--- src/rtl/baudgen_pkg.sv ---
// Package: shared constants and helpers for the fractional baud generator.
// Assumes four prescaler taps whose division ratios are powers of two.
package baudgen_pkg;
    localparam int TAP_COUNT = 4;   // number of selectable source taps
    localparam int DIV_W     = 4;   // width of the integer divide field
    localparam int FRAC_W    = 4;   // width of the fraction field
    localparam int OS_RATIO  = 16;  // oversample ticks per UART bit

    // log2 of the division ratio of each prescaler tap (1, 2, 8, 32)
    function automatic int tap_log2(input int idx);
        case (idx)
            0:       return 0;
            1:       return 1;
            2:       return 3;
            default: return 5;
        endcase
    endfunction

    localparam int PRE_W = tap_log2(TAP_COUNT - 1); // prescaler counter width
endpackage

--- src/rtl/baud_prescale.sv ---
// Module: baud_prescale
// Free-running prescaler that produces a one-cycle source tick at the rate
// of the selected tap. Assumes tap ratios are powers of two, so each tap
// fires when the low bits of the counter are all ones.
module baud_prescale
    import baudgen_pkg::*;
#(
    parameter int NTAPS = TAP_COUNT,
    parameter int CW    = PRE_W
) (
    input  logic                     clk,
    input  logic                     rst_n,
    input  logic [$clog2(NTAPS)-1:0] tap_sel,
    output logic                     src_tick
);
    logic [CW-1:0]    pre_cnt;
    logic [NTAPS-1:0] tap_hit;

    // One hit detector per tap; tap 0 fires every cycle
    for (genvar gi = 0; gi < NTAPS; gi++) begin : g_tap
        localparam int L = tap_log2(gi);
        if (L == 0) begin : g_every
            assign tap_hit[gi] = 1'b1;
        end else begin : g_mask
            assign tap_hit[gi] = &pre_cnt[L-1:0];
        end
    end

    // Count system clocks and register the selected tap's hit as the source tick
    always_ff @(posedge clk) begin
        if (!rst_n) begin
            pre_cnt  <= '0;
            src_tick <= 1'b0;
        end else begin
            pre_cnt  <= pre_cnt + 1'b1;
            src_tick <= tap_hit[tap_sel];
        end
    end

    // Slower taps are nested inside faster ones
    for (genvar gj = 1; gj < NTAPS; gj++) begin : g_nest_chk
        assert_tap_nested_R2: assert property (@(posedge clk) disable iff (!rst_n)
            tap_hit[gj] |-> tap_hit[gj-1]);
    end
endmodule

--- src/rtl/baud_frac_div.sv ---
// Module: baud_frac_div
// Divides the source tick by N, or by N+1 on 16-K of every 16 periods when
// the fraction is enabled. An accumulator spreads the long periods evenly.
// Assumes the settings are static during normal running; a change
// mid-period only affects timing until the counter reaches its terminal.
module baud_frac_div
    import baudgen_pkg::*;
#(
    parameter int NW = DIV_W,
    parameter int KW = FRAC_W
) (
    input  logic          clk,
    input  logic          rst_n,
    input  logic          src_tick,
    input  logic [NW-1:0] div_n,
    input  logic [KW-1:0] frac_k,
    input  logic          frac_en,
    output logic          div_tick
);
    localparam int CNT_W = NW + 1;
    localparam int SUM_W = KW + 1;
    localparam logic [CNT_W-1:0] FULL_N   = CNT_W'(1 << NW);
    localparam logic [SUM_W-1:0] FRAC_MOD = SUM_W'(1 << KW);

    logic [CNT_W-1:0] cnt;
    logic [KW-1:0]    acc;
    logic             stretch;
    logic [CNT_W-1:0] base_n;
    logic [CNT_W-1:0] last_idx;
    logic [SUM_W-1:0] step;
    logic [SUM_W-1:0] sum;
    logic             terminal;

    // Period length for this period and the next accumulator value
    always_comb begin
        base_n   = (div_n == '0) ? FULL_N : {1'b0, div_n};
        last_idx = base_n + {{(CNT_W-1){1'b0}}, stretch} - CNT_W'(1);
        step     = FRAC_MOD - {1'b0, frac_k};
        sum      = {1'b0, acc} + step;
        terminal = (cnt >= last_idx);
    end

    // Count source ticks, emit the divided tick and pick the next period length
    always_ff @(posedge clk) begin
        if (!rst_n) begin
            cnt      <= '0;
            acc      <= '0;
            stretch  <= 1'b0;
            div_tick <= 1'b0;
        end else if (src_tick) begin
            if (terminal) begin
                cnt      <= '0;
                div_tick <= 1'b1;
                if (frac_en) begin
                    acc     <= sum[KW-1:0];
                    stretch <= sum[KW];
                end else begin
                    stretch <= 1'b0;
                end
            end else begin
                cnt      <= cnt + 1'b1;
                div_tick <= 1'b0;
            end
        end else begin
            div_tick <= 1'b0;
        end
    end

    // Counter never passes the longest legal period
    assert_count_bound_R3: assert property (@(posedge clk) disable iff (!rst_n)
        cnt <= FULL_N);
    // A divided tick only follows a source tick
    assert_tick_on_src_R4: assert property (@(posedge clk) disable iff (!rst_n)
        div_tick |-> $past(src_tick));
    // The accumulator holds still while the fraction is off
    assert_acc_frozen_R10: assert property (@(posedge clk) disable iff (!rst_n)
        !frac_en |=> $stable(acc));
endmodule

--- src/rtl/uart_frac_baud.sv ---
// Module: uart_frac_baud (top)
// Fractional baud generator: prescaler tap select, fractional divider and a
// mode stage that produces the 16x oversample tick and the bit tick.
// Assumes rst_n is synchronous and that settings change only between uses.
module uart_frac_baud
    import baudgen_pkg::*;
(
    input  logic       clk,
    input  logic       rst_n,
    input  logic [1:0] clk_sel,
    input  logic [3:0] div_n,
    input  logic [3:0] frac_k,
    input  logic       frac_en,
    input  logic       uart_mode,
    output logic       os_tick,
    output logic       bit_tick
);
    localparam int PH_W = $clog2(OS_RATIO);
    localparam logic [PH_W-1:0] PH_LAST = PH_W'(OS_RATIO - 1);

    logic            src_tick;
    logic            div_tick;
    logic [PH_W-1:0] phase;
    logic            bit_hit;

    baud_prescale #(.NTAPS(TAP_COUNT), .CW(PRE_W)) u_pre (
        .clk      (clk),
        .rst_n    (rst_n),
        .tap_sel  (clk_sel),
        .src_tick (src_tick)
    );

    baud_frac_div #(.NW(DIV_W), .KW(FRAC_W)) u_div (
        .clk      (clk),
        .rst_n    (rst_n),
        .src_tick (src_tick),
        .div_n    (div_n),
        .frac_k   (frac_k),
        .frac_en  (frac_en),
        .div_tick (div_tick)
    );

    // Bit boundary: 16th divided tick in UART mode, every 2nd in synchronous mode
    always_comb begin
        bit_hit = uart_mode ? (phase == PH_LAST) : phase[0];
    end

    // Track the divided-tick phase and register both output pulses
    always_ff @(posedge clk) begin
        if (!rst_n) begin
            phase    <= '0;
            os_tick  <= 1'b0;
            bit_tick <= 1'b0;
        end else begin
            os_tick  <= div_tick & uart_mode;
            bit_tick <= div_tick & bit_hit;
            if (div_tick) begin
                phase <= phase + 1'b1;
            end
        end
    end

    // In UART mode a bit tick coincides with an oversample tick
    assert_bit_with_os_R8: assert property (@(posedge clk) disable iff (!rst_n)
        (bit_tick && $past(uart_mode)) |-> os_tick);
    // In synchronous mode the oversample tick is silent
    assert_no_os_sync_R9: assert property (@(posedge clk) disable iff (!rst_n)
        !$past(uart_mode) |-> !os_tick);
    // Output pulses last a single cycle unless the source runs every clock
    assert_bit_single_R4: assert property (@(posedge clk) disable iff (!rst_n)
        (bit_tick && $past(uart_mode)) |=> !bit_tick);
endmodule

--- config.mk ---
export PLATFORM = sky130hd
export DESIGN_NAME = uart_frac_baud
export DESIGN_NICKNAME = d
export VERILOG_FILES = /design/src/rtl/baudgen_pkg.sv /design/src/rtl/baud_prescale.sv /design/src/rtl/baud_frac_div.sv /design/src/rtl/uart_frac_baud.sv
export SDC_FILE = /design/constraint.sdc
export NUM_CORES = 1
export LEC_CHECK = 0
export BUFFER_PORTS_ARGS = -buffer_cell sky130_fd_sc_hd__buf_2
export CAP_MARGIN = 20
export CORE_ASPECT_RATIO = 1.75
export CORE_MARGIN = 2
export CORE_UTILIZATION = 30
export CTS_CLUSTER_SIZE = 8
export DETAILED_ROUTE_END_ITERATION = 12
export GPL_TIMING_DRIVEN = 0
export PLACE_DENSITY = 0.47
export SYNTH_ARGS = -nofsm -noshare
export SYNTH_HDL_FRONTEND = slang
export SYNTH_SLANG_ARGS = --single-unit
--- constraint.sdc ---
create_clock -name clk -period 3.81 [get_ports clk]
set_clock_uncertainty 0.1 [all_clocks]
set_input_delay 0.9525 -clock clk [delete_from_list [all_inputs] [get_ports clk]]
set_output_delay 0.9525 -clock clk [all_outputs]
set_load 0.005 [all_outputs]
[After elaboration in Yosys (flattened, before gate mapping)]
Index checks and enable logic that the tools add are counted.
Word-level totals
  register bits after elaboration: 23
  output and inout bits: 2
Cells by class
  add/sub/neg operators: 7
  $lt $le $gt $ge: 2
  eq/ne operators: 1
  muxes and demuxes: 7
  bitwise gates (word level): 2
  reduce and logical (&&, ||, !) cells: 6
Operators with widths (count)
  adder 5 x 1 -> 5 bit (second input constant): 2
  2-to-1 mux 5 bit: 2
  AND reduction 3 bit: 2
  adder 4 x 5 -> 5 bit: 1
  adder 5 x 1 -> 5 bit: 1
  >= comparator 5 bit: 1
  AND reduction 5 bit: 1
  subtractor 5 x 1 -> 5 bit (second input constant): 1
  subtractor 5 x 4 -> 5 bit (first input constant): 1
  adder 4 x 1 -> 4 bit (second input constant): 1
  equality test 4 bit (second input constant): 1
  zero test 4 bit: 1
  2-to-1 mux 1 bit: 4
  AND reduction 2 bit: 2
  < comparator 2 x 3 -> 1 bit (second input constant): 1
  AND 1 bit: 2
  binary-select mux 1 bit (select 2 bit): 1

[Logic depth before layout (Yosys ltp)]
Gate-level depths: netlist (run 1).
  depth after elaboration: 6
  depth in mapped cells: 10

[Modules after synthesis]
Synthesis (run 1) repeated with hierarchy kept, for this count alone.
Second synthesis, totals
  cell total of the unflattened synthesis: 138
  area total of the unflattened synthesis: 1325.0 um2
By module, submodules not included
  baud_frac_div: instances 1, cells an instance 91, area each 825.8 um2
  uart_frac_baud: instances 1, cells an instance 25, area each 261.5 um2
  baud_prescale: instances 1, cells an instance 22, area each 237.7 um2

[Least setup slack after synthesis (run 1)]
Ideal clock, no wire load.
  path kind: input to register
  from: input port div_n[0]
  to: register u_div.acc[0]
  arrival time: 2759 ps
  path slack: 879 ps
  stages: 10
  path through: inv_1 -> ha_1 -> ha_1 -> xnor2_1 -> or3_1 -> ha_1 -> a21o_1 -> nand3_1 -> o21a_4 -> mux2i_1
Between the ends
  word-level cells in the longest chain between the ends: 6
Ends and longest elaborated chain
  from (decl): line uart_frac_baud.sv:11  | input logic [3:0] div_n,
  zero test 4 bit: line baud_frac_div.sv:36  | base_n = (div_n == '0) ? FULL_N : {1'b0, div_n};
  2-to-1 mux 5 bit (*): line baud_frac_div.sv:36
  adder 5 x 1 -> 5 bit (*): line baud_frac_div.sv:37  | last_idx = base_n + {{(CNT_W-1){1'b0}}, stretch} - CNT_W'(1);
  subtractor 5 x 1 -> 5 bit (*): line baud_frac_div.sv:37
  >= comparator 5 bit (*): line baud_frac_div.sv:40  | terminal = (cnt >= last_idx);
  AND reduction 3 bit (no line) (*)
  to (signal assigned): line baud_frac_div.sv:55  | acc <= sum[KW-1:0];
  to (decl): line baud_frac_div.sv:26  | logic [KW-1:0] acc;
Every way passes the cells marked *; elsewhere a longest branch is shown, timed or not.
A chain may end at the register's enable or synchronous reset.

[Worst setup path in the final report (run 1)]
  from: input port div_n[0]
  to: register u_div.acc[2]
Same word-level chain as after synthesis.

==> results of run 1 <==
==> report_power, final <==
group | internal, uW | switching, uW
Combinational | 28.0 | 32.5
Sequential | 245 | 4.04
Clock | 72.8 | 76.2
==> cell type report <==
cell class	instances	area [um2]	share of cell area, %
Buffer	3	12.5	0.835
Clock buffer	3	41.3	2.76
Clock inverter	1	5.00	0.334
Inverter	10	37.5	2.51
Multi-Input combinational cell	102	805	53.7
Sequential cell	23	460	30.7
Tap cell	49	61.3	4.09
Timing Repair Buffer	15	75.1	5.01
==> placed cells by master, fill, tap and decap left out, drive strengths merged, types with 2 or more instances in the layout <==
| master | count |
|---|---|
| dfxtp | 23 |
| buf | 16 |
| ha | 16 |
| inv | 10 |
| nand2 | 10 |
| nand2b | 7 |
| and2 | 7 |
| xnor2 | 6 |
| nor2 | 5 |
| xor2 | 5 |
| nand4 | 5 |
| mux2i | 5 |
| o21ai | 5 |
| clkbuf | 5 |
| nor2b | 4 |
| and3 | 3 |
| nand3 | 3 |
| a21oi | 3 |
| o2111ai | 3 |
| o21a | 3 |
| a21o | 2 |
| a21boi | 2 |
| nor3 | 2 |
==> per-stage QoR <==
step	setup WS (ns)	utilization, %
after floorplan	0.879	-
after global placement	0.641	34.6
after detailed placement	0.609	34.6
after CTS	0.882	35.8
after global routing	0.736	35.8
final	0.903	35.8
==> worst reg2reg max path: stages (launching register included) <==
cell     delay, ns
dfxtp_1       0.31
inv_1         0.05
ha_1          0.19
ha_1          0.22
xnor2_1       0.13
or3_1         0.33
ha_1          0.34
a21o_1        0.21
nand3_1       0.11
o21a_4        0.19
mux2i_1       0.19
==> synth_stat cells <==
cell / instances
a21boi_1: 2
a21o_1: 2
a21oi_1: 3
a31oi_4: 1
and2_1: 7
and3_1: 3
buf_2: 1
clkbuf_1: 2
dfxtp_1: 23
fa_1: 1
ha_1: 16
inv_1: 10
mux2i_1: 5
nand2_1: 10
nand2b_1: 7
nand3_1: 3
nand4_1: 5
nor2_1: 5
nor2b_1: 4
nor3_1: 2
o2111ai_1: 3
o211ai_2: 1
o21a_1: 2
o21a_4: 1
o21ai_0: 5
o22ai_1: 1
o31ai_4: 1
or3_1: 1
xnor2_1: 6
xor2_1: 5
==> cell families (layout without fill, tap and decap cells) <==
family	Yosys count	count (layout)	synth area share [%]
and+or+nand+nor	47	47	19.0
muxes	5	5	3.81
adders and majority gates	17	17	16.7
AOI/OAI and AO/OA	22	22	14.3
DFF	23	23	35.0
buffers and inverters	13	32	3.81
xor gates and xnor gates	11	11	7.33
==> per-layer routing <==
layer,part of all wire [%],vias up
met3,2.3,2
met2,55,13
met5,0,-
li1,-,516
met4,1.2,0
met1,41,464
==> sequential cells by signal, summed over array words and instances (netlist names) <==
name	flops
bit_tick	1
u_div.cnt	5
u_div.acc	4
os_tick	1
u_pre.pre_cnt	5
u_div.stretch	1
phase	4
u_pre.src_tick	1
u_div.div_tick	1
==> how the worst max path moves through the flow <==
stage | cells past startpoint | end | slack [ns]
after floorplan | 10 | u_div.acc[0] | 0.88
after global placement | 11 | u_div.acc[0] | 0.64
after CTS | 11 | u_div.acc[2] | 0.88
after global routing | 11 | u_div.acc[0] | 0.74
after detailed placement | 11 | u_div.acc[1] | 0.61
final | 11 | u_div.acc[2] | 0.90
==> metrics.csv, run 1 <==
stage;metric;value;unit
status;status;complete, no violations;
flow_run;drv_cap;0;
critical_path;critPathMaxFanout;5;
logic_synthesis;yosysSeqAreaShare;35.0;%
sta;relSlewSlack;73.1;%
placed_design;hpwl;1890;um
global_route;first_global_vias;1032;
critical_path;path_buf_inv;2;
routing;dr.first_iter.drc_count;9;
global_route;grt_use_met1;12.0;%
critical_path;critical_path_class;primary input to flip-flop;
logic_synthesis;synth_area_per_cell;9.53;um2
clocking;cts.sinks;23;
layout;layout.nets;189;
logic_synthesis;syn_inst;138;
logic_synthesis;synth_top_area_cell;dfxtp_1;
floorplan;pin_count;16;
critical_path;cpMostUsedCell;ha_1;
critical_path;reg2reg_depth;10;
global_route;track_usage;11.4;%
placed_design;port_buffers;15;
critical_path;reg2reg_to;u_div.acc[2];
clocking;h-tree-depth;1;
worst_hold_path;min_path_type;flip-flop to flip-flop;
floorplan;initial_core_util;31.4;%
critical_path;max_stage_delay;0.34;ns
critical_path;crit_family;adder cells;
sta;min_period;2.91;ns
clocking;clkTransAtPathRegs;0.08;ns
sta;setup_viol;0;
logic_synthesis;synth_top_area_share;35.0;%
routing;drc;0;
global_route;grt_pass1_wl;4220;um
critical_path;cp-start-kind;primary input;
global_route;grt_max_degree;14;
layout;instances_no_fill;206;
clocking;cts_tree;yes;
logic_synthesis;ys_warn_count;0;
placed_design;place_congestion;0.661;
critical_path;arrival;3.00;ns
critical_path;crit_slowest_cell;ha_1;
power_and_ir_drop;power.density;306;mW/mm2
routing;viasPerCell;4.83;
critical_path;cp-startpoint;div_n[0];
clocking;cts_root_buffer;clkbuf_8;
routing;routed_wl;2330;um
critical_path;r2r_setup_slack;1.38;ns
clocking;cts_hold_buf;0;
clocking;cts_resized;0;
global_route;grtUsageMet3;1.97;%
sta;hold_viol;0;
global_route;overflow;0;
clocking;clock_latency;0.26;ns
layout;drive_gt1_share;15.3;%
placed_design;placed_cell_area;0.00145;mm2
routing;first_pass_iters;5;
global_route;busiest_layer;met2;
worst_hold_path;worst_hold_path.num_cells;2;
power_and_ir_drop;power.total;459;uW
floorplan;dieWidth;54.0;um
logic_synthesis;synth.net_count;169;
sta;hold_ws;0.370;ns
floorplan;rows;31;
logic_synthesis;ys_types;30;
layout;diodes;0;
clocking;cts_buffers;3;
critical_path;required;3.90;ns
placed_design;place_inst;202;
routing;wl_per_cell;11.3;um
global_route;antenna_found_initial;0;
global_route;grt_util_met2;20.5;%
sta;slew_viol_final;0;
layout;fill_cells;472;
logic_synthesis;netlist_area;0.00132;mm2
sta;max_freq;344;MHz
floorplan;die_h;91.6;um
floorplan;core_area;0.00419;mm2
sta;period_share;76.3;%
clocking;post-cts-setup-buffers;0;
worst_hold_path;hold_path_startpoint;u_div.acc[0];
power_and_ir_drop;peakVddDrop;0.180;mV
clocking;cts_max_path_buffers;2;
logic_synthesis;netlist_top_cells_area;dfxtp_1 (35%), ha_1 (15%), xnor2_1 (4.0%);
floorplan;die-area;0.00495;mm2
sta;rsz0062_at_grt;false;
layout;area_growth_syn_to_layout;13.9;%
sta;finalSetupTns;0;ns
critical_path;cp-end-kind;flip-flop;
routing;vias;995;
layout;final_area;0.00150;mm2
worst_hold_path;whs_endpoint;u_div.acc[0];
logic_synthesis;ys_ff_latch;23;
power_and_ir_drop;p_leak;0.000680;uW
sta;tightest_slew;0.404;ns
critical_path;timing.rr.start;u_div.stretch;
routing;ant_nets;0;
critical_path;worstPathCellList;buf_2 -> inv_1 -> ha_1 -> ha_1 -> xnor2_1 -> or3_1 -> ha_1 -> a21o_1 -> nand3_1 -> o21a_4 -> mux2i_1;
(Power assumes the default switching activity.)
==> run 2, diff against run 1 <==
- clock period: 3.81 -> 2.8 ns (I/O delays scaled with it)
==> run 2 against run 1 <==
  * Count of clock-buffer cells in the layout unchanged
  * Design area increased by 0.84%
  * Wire length increased by 0.47%
  * Global-route usage unchanged
  * First-iteration DRC count decreased by 11%
  * Die area unchanged
  * Non-clock buffer count unchanged
  * Sequential share of layout area decreased by 0.25 points
  * Worst hold slack about the same
  * Critical path type unchanged
  * Critical endpoint is now u_div.acc[3]
  * Highest routed layer unchanged
==> metrics.csv, run 2 (synthesis results as in run 1) <==
stage;metric;value;unit;change
global_route;antenna_found_initial;0;;unchanged
routing;wl_per_cell;11.3;um;+0.47%
clocking;cts_max_path_buffers;2;;unchanged
clocking;h-tree-depth;1;;unchanged
global_route;grt_util_met2;20.5;%;unchanged
placed_design;port_buffers;15;;unchanged
clocking;clkTransAtPathRegs;0.08;ns;about the same
status;status;complete, no violations;;
sta;min_period;2.59;ns;
layout;layout.nets;189;;unchanged
routing;viasPerCell;4.82;;-0.30%
floorplan;die_h;91.6;um;unchanged
layout;diodes;0;;unchanged
floorplan;pin_count;16;;unchanged
power_and_ir_drop;p_leak;0.000680;uW;about the same
layout;final_core_util;36.1;%;+0.30 points
critical_path;cp-start-kind;primary input;;
power_and_ir_drop;peakVddDrop;0.245;mV;+36%
global_route;track_usage;11.4;%;unchanged
critical_path;cp-end-kind;flip-flop;;
flow_run;drv_cap;0;;unchanged
sta;tightest_slew;0.410;ns;+0.00560 ns
floorplan;dieWidth;54.0;um;unchanged
routing;drc;0;;unchanged
critical_path;critical_path_class;primary input to flip-flop;;
sta;relSlewSlack;72.7;%;-0.37 points
clocking;cts_root_buffer;clkbuf_8;;
routing;ant_nets;0;;unchanged
layout;drive_gt1_share;15.9;%;+0.64 points
power_and_ir_drop;power.density;414;mW/mm2;+35%
clocking;cts_tree;yes;;
clocking;cts_hold_buf;0;;unchanged
global_route;grt_pass1_wl;4220;um;unchanged
layout;layout_common_cells;dfxtp_1 (23), buf_2 (16), ha_1 (15);;
floorplan;rows;31;;unchanged
global_route;first_global_vias;1032;;unchanged
worst_hold_path;worst_hold_path.num_cells;2;;unchanged
layout;final_common_cell;dfxtp_1;;
sta;period_share;92.5;%;
layout;reg_top3;u_div.cnt x5, u_pre.pre_cnt x5;;
sta;hold_viol;0;;unchanged
global_route;busiest_layer;met2;;
clocking;clock_latency;0.26;ns;about the same
layout;final_area;0.00151;mm2;+0.84%
global_route;grt_max_degree;14;;unchanged
clocking;cts.sinks;23;;unchanged
routing;vias;992;;-0.30%
floorplan;die-area;0.00495;mm2;unchanged
layout;instances_no_fill;206;;unchanged
sta;setup_viol;0;;unchanged
floorplan;initial_core_util;31.4;%;unchanged
worst_hold_path;min_path_type;flip-flop to flip-flop;;
sta;fin_ws;0.209;ns;-0.694 ns
critical_path;required;2.89;ns;-1.01 ns
sta;rsz0062_at_grt;false;;
routing;dr.first_iter.drc_count;8;;-1
sta;slew_viol_final;0;;unchanged
global_route;grtUsageMet3;1.97;%;unchanged
placed_design;placed_cell_area;0.00145;mm2;unchanged
placed_design;pre_cts_slack;-0.149;ns;-0.757 ns
critical_path;arrival;2.68;ns;-0.32 ns
placed_design;place_inst;202;;unchanged
critical_path;reg2reg_depth;10;;unchanged
clocking;cts_buffers;3;;unchanged
critical_path;critPathMaxFanout;5;;unchanged
floorplan;core_area;0.00419;mm2;unchanged
routing;first_pass_iters;2;;-3
layout;area_growth_syn_to_layout;14.8;%;
placed_design;hpwl;1890;um;unchanged
global_route;overflow;0;;unchanged
routing;routed_wl;2340;um;+0.47%
global_route;grt_use_met1;12.0;%;unchanged
sta;max_freq;386;MHz;
placed_design;place_congestion;0.661;;unchanged
==> run 2: cell count changes in the layout (fill, tap and decap cells not counted) <==
cell  previous run  this run
ha_1            16        15
ha_4             0         1
==> run 2: through the flow <==
step | power, uW | setup TNS, ns | hold slack [ns]
global route | 669 | 0 | 0.400
global placement | 429 | -0.536 | 0.347
finish | 625 | 0 | 0.370
floorplan | 404 | 0 | 0.332
CTS | 638 | 0 | 0.378
detailed placement | 432 | -0.696 | 0.361
==> run 2: repair_timing <==
item,in CTS,in global routing
endpoints found under the setup margin,0,1
buffers inserted,0,0
gates resized for setup,0,1
==> run 2: final timing paths <==
kind	end	slack, ns	start
hold reg to reg	u_div.acc[0]	0.37	u_div.acc[0]
setup / recovery	u_div.acc[3]	0.21	div_n[0]
setup reg to reg	u_div.acc[3]	0.43	u_div.stretch
hold / removal	u_div.acc[0]	0.37	u_div.acc[0]
==> run 2: final cells by class <==
class / instances / area [um2]
fillers: 470 / 2680
multi-input cells: 102 / 817
flip-flops and latches: 23 / 460
repair buffers: 15 / 75.1
well taps: 49 / 61.3
clock buffers: 3 / 41.3
inverters: 10 / 37.5
plain buffers: 3 / 12.5
clock inverters: 1 / 5.00
==> run 2: critical path: stages <==
cell     delay, ns
buf_2         0.09
inv_1         0.04
ha_1          0.20
ha_1          0.22
xnor2_1       0.13
or3_1         0.36
ha_4          0.31
a21o_1        0.13
nand3_1       0.11
o21a_4        0.17
o31ai_4       0.22
==> run 2: per-layer routing <==
layer / wire length, um / vias to the layer above
met5: 0 / -
met4: 29 / 0
met3: 56 / 2
met2: 1300 / 9
met1: 952 / 468
li1: - / 513
==> run 2: where the power goes <==
group	total (uW)	switching (uW)	internal [uW]
clock network	202	103	99.1
logic	83.4	44.6	38.8
registers	339	5.43	334
total	625	153	472
==> run 3, diff against run 2 <==
- ABC_AREA: unset -> 1
- CORE_MARGIN: 2 -> 1.5
==> run 3 against run 2 <==
  * First-iteration DRC count grew to 2.6 times the previous value
  * Maximum frequency is essentially flat
  * Count of clock-buffer cells in the layout grew 1
  * Power shrank 1.2%
  * Sequential cell count is the same
  * Wire length grew 6.2%
  * Core utilization shrank 0.27 points
  * Register-to-register slack gained 0.05 ns
  * Largest power group unchanged
  * Highest routed layer unchanged
==> metrics.csv, run 3 <==
stage;metric;value;unit;change
power_and_ir_drop;power.total;617;uW;-1.2%
logic_synthesis;yosysSeqAreaShare;35.2;%;+0.17 points
layout;layout_common_cells;nand2_1 (33), inv_1 (27), dfxtp_1 (23);;
clocking;cts.sinks;23;;unchanged
layout;final_common_cell;nand2_1;;
critical_path;cp-start-kind;primary input;;
critical_path;crit_slowest_cell;ha_1;;
logic_synthesis;netlist_area;0.00131;mm2;-0.48%
status;status;complete, no violations;;
sta;tightest_slew;0.281;ns;-0.128 ns
worst_hold_path;hold_path_startpoint;u_pre.pre_cnt[0];;
critical_path;critical_path_class;primary input to flip-flop;;
global_route;overflow;0;;unchanged
critical_path;reg2reg_to;u_div.stretch;;
clocking;cts_root_buffer;clkbuf_8;;
floorplan;die_h;90.4;um;-1.3%
floorplan;pin_count;16;;unchanged
logic_synthesis;synth_area_per_cell;7.61;um2;-20%
sta;min_period;2.59;ns;+0.00138 ns
flow_run;drv_cap;0;;unchanged
routing;ant_nets;0;;unchanged
routing;dr.first_iter.drc_count;21;;+13
layout;final_core_util;35.8;%;-0.27 points
clocking;cts_tree;yes;;
logic_synthesis;synth_ff_type;dfxtp_1;;
global_route;antenna_found_initial;0;;unchanged
sta;rsz0062_at_grt;false;;
logic_synthesis;ys_warn_count;0;;unchanged
layout;reg_top3;u_div.cnt x5, u_pre.pre_cnt x5;;
sta;hold_viol;0;;unchanged
sta;relSlewSlack;81.1;%;+8.4 points
critical_path;cpMostUsedCell;nand2_1;;
placed_design;place_congestion;0.719;;+8.9%
logic_synthesis;synth_top_area_cell;dfxtp_1;;
sta;max_freq;386;MHz;about the same
routing;routed_wl;2480;um;+6.2%
floorplan;dieWidth;52.9;um;-2.1%
logic_synthesis;synth_top_area_share;35.2;%;+0.17 points
critical_path;reg2reg_depth;14;;+4
layout;layout.nets;222;;+17%
clocking;clock_latency;0.26;ns;about the same
logic_synthesis;ys_async_sr_fraction;0;%;unchanged
critical_path;max_stage_delay;0.31;ns;-0.05 ns
clocking;post-cts-setup-buffers;0;;unchanged
floorplan;rows;31;;unchanged
power_and_ir_drop;p_leak;0.000740;uW;+8.8%
layout;instances_no_fill;239;;+16%
placed_design;pre_cts_slack;-0.0367;ns;+0.112 ns
routing;first_pass_iters;5;;+3
logic_synthesis;synthTopCellsByCount;nand2_1 (33), inv_1 (27), dfxtp_1 (23);;
logic_synthesis;ys_ff_latch;23;;unchanged
critical_path;r2r_setup_slack;0.48;ns;+0.05 ns
critical_path;cp-end-kind;flip-flop;;
sta;period_share;92.6;%;about the same
power_and_ir_drop;power.density;416;mW/mm2;+0.44%
placed_design;placed_cell_area;0.00144;mm2;-0.78%
sta;slew_viol_final;0;;unchanged
worst_hold_path;whs_endpoint;u_pre.pre_cnt[0];;
routing;vias;1115;;+12%
critical_path;worstPathCellList;buf_2 -> inv_1 -> ha_1 -> ha_1 -> a21oi_1 -> nor3_1 -> nand2_1 -> ha_1 -> nand2_1 -> inv_1 -> nand2_1 -> nand3_4 -> nand2_1 -> nand2_1 -> a21oi_1;;
global_route;grt_pass1_wl;4400;um;+4.1%
sta;setup_viol;0;;unchanged
power_and_ir_drop;peakVddDrop;0.236;mV;-3.7%
worst_hold_path;worst_hold_path.num_cells;1;;-1
placed_design;port_buffers;14;;-1
logic_synthesis;syn_inst;172;;+25%
global_route;first_global_vias;1115;;+8.0%
global_route;track_usage;11.9;%;+0.55 points
layout;area_growth_syn_to_layout;13.5;%;
critical_path;arrival;2.68;ns;about the same
logic_synthesis;synth_edf_count;0;;unchanged
layout;drive_gt1_share;14.7;%;-1.2 points
critical_path;timing.rr.start;u_div.stretch;;
logic_synthesis;ys_types;23;;-23%
layout;diodes;0;;unchanged
floorplan;die-area;0.00478;mm2;-3.4%
clocking;cts_hold_buf;0;;unchanged
clocking;cts_max_path_buffers;2;;unchanged
logic_synthesis;synth.net_count;203;;+20%
clocking;cts_resized;0;;unchanged
floorplan;core_area;0.00415;mm2;-0.93%
layout;final_area;0.00149;mm2;-1.7%
floorplan;initial_core_util;31.5;%;+0.14 points
routing;drc;0;;unchanged
critical_path;critPathMaxFanout;10;;+5
global_route;grt_max_degree;13;;-1
placed_design;place_inst;235;;+16%
worst_hold_path;min_path_type;flip-flop to flip-flop;;
clocking;cts_buffers;3;;unchanged
routing;viasPerCell;4.67;;-3.1%
critical_path;required;2.89;ns;about the same
logic_synthesis;synth.most_common_cell;nand2_1;;
sta;fin_ws;0.208;ns;-0.00138 ns
clocking;clkTransAtPathRegs;0.08;ns;about the same
clocking;h-tree-depth;1;;unchanged
routing;wl_per_cell;10.4;um;-8.4%
placed_design;hpwl;2010;um;+6.5%
logic_synthesis;netlist_top_cells_area;dfxtp_1 (35%), ha_1 (15%), nand2_1 (9.5%);;
==> run 3: cell count changes in the layout (fill, tap and decap cells not counted), sizes merged, moves of 4 or more <==
cell / change
a21oi: +11
and2: -7
inv: +20
mux2i: -5
nand2: +23
nand2b: -7
nand3: +7
nor2: +13
nor2b: -4
nor3: +4
xnor2: -4
==> run 3: kinds of logic after synthesis <==
group                      synth area share [%]
xor gates and xnor gates                   3.35
AOI/OAI and AO/OA                          9.56
and+or+nand+nor                            25.3
buffers and inverters                      9.75
DFF                                        35.2
adders and majority gates                  16.8
==> run 3: worst max-delay path by stage <==
| stage | startpoint | endpoint | slack [ns] | depth (start not counted) |
|---|---|---|---|---|
| finish | div_n[0] | u_div.stretch | 0.21 | 15 |
| global route | div_n[0] | u_div.stretch | 0.07 | 15 |
| CTS | div_n[0] | u_div.stretch | 0.21 | 15 |
| detailed placement | div_n[0] | u_div.cnt[3] | -0.04 | 15 |
| global placement | div_n[0] | u_div.cnt[3] | 0.08 | 15 |
| floorplan | div_n[0] | u_div.cnt[3] | 0.36 | 14 |
==> run 3: power breakdown <==
| group | total (uW) | internal (uW) | switching (uW) | leakage (uW) |
|---|---|---|---|---|
| logic | 77.4 | 31.9 | 45.6 | 0.000531 |
| registers | 341 | 335 | 6.63 | 0.000186 |
| clock network | 199 | 101 | 97.4 | 0.0000228 |
| total | 617 | 468 | 150 | 0.000740 |
==> run 3: stage by stage <==
step	setup TNS (ns)	hold WS, ns
after floorplan	0	0.330
after global placement	0	0.352
after detailed placement	-0.119	0.359
after CTS	0	0.380
after global routing	0	0.409
final	0	0.371
==> run 3: layer usage <==
| metal | track usage [%] | part of all wire (%) | up-vias |
|---|---|---|---|
| met5 | 0 | 0 | - |
| met4 | 4.49 | 1.4 | 0 |
| met3 | 1.49 | 2.1 | 4 |
| met2 | 23.1 | 56 | 10 |
| met1 | 11.8 | 40 | 515 |
| li1 | - | - | 586 |
==> run 3: critical path, delay by kind of cell <==
kind / cells / cell delay [ns]
AND/OR/NAND/NOR: 7 / 0.85
adder cells (fa/ha/maj): 3 / 0.71
buffers and inverters: 3 / 0.24
AO/OA/AOI/OAI: 2 / 0.19
==> run 3: area by class of cell <==
type	count	area, um2
Timing Repair Buffer	14	70.1
Multi-Input combinational cell	116	721
Fill cell	456	2670
Buffer	3	15.0
Sequential cell	23	460
Tap cell	49	61.3
Clock buffer	4	45.0
Inverter	30	113
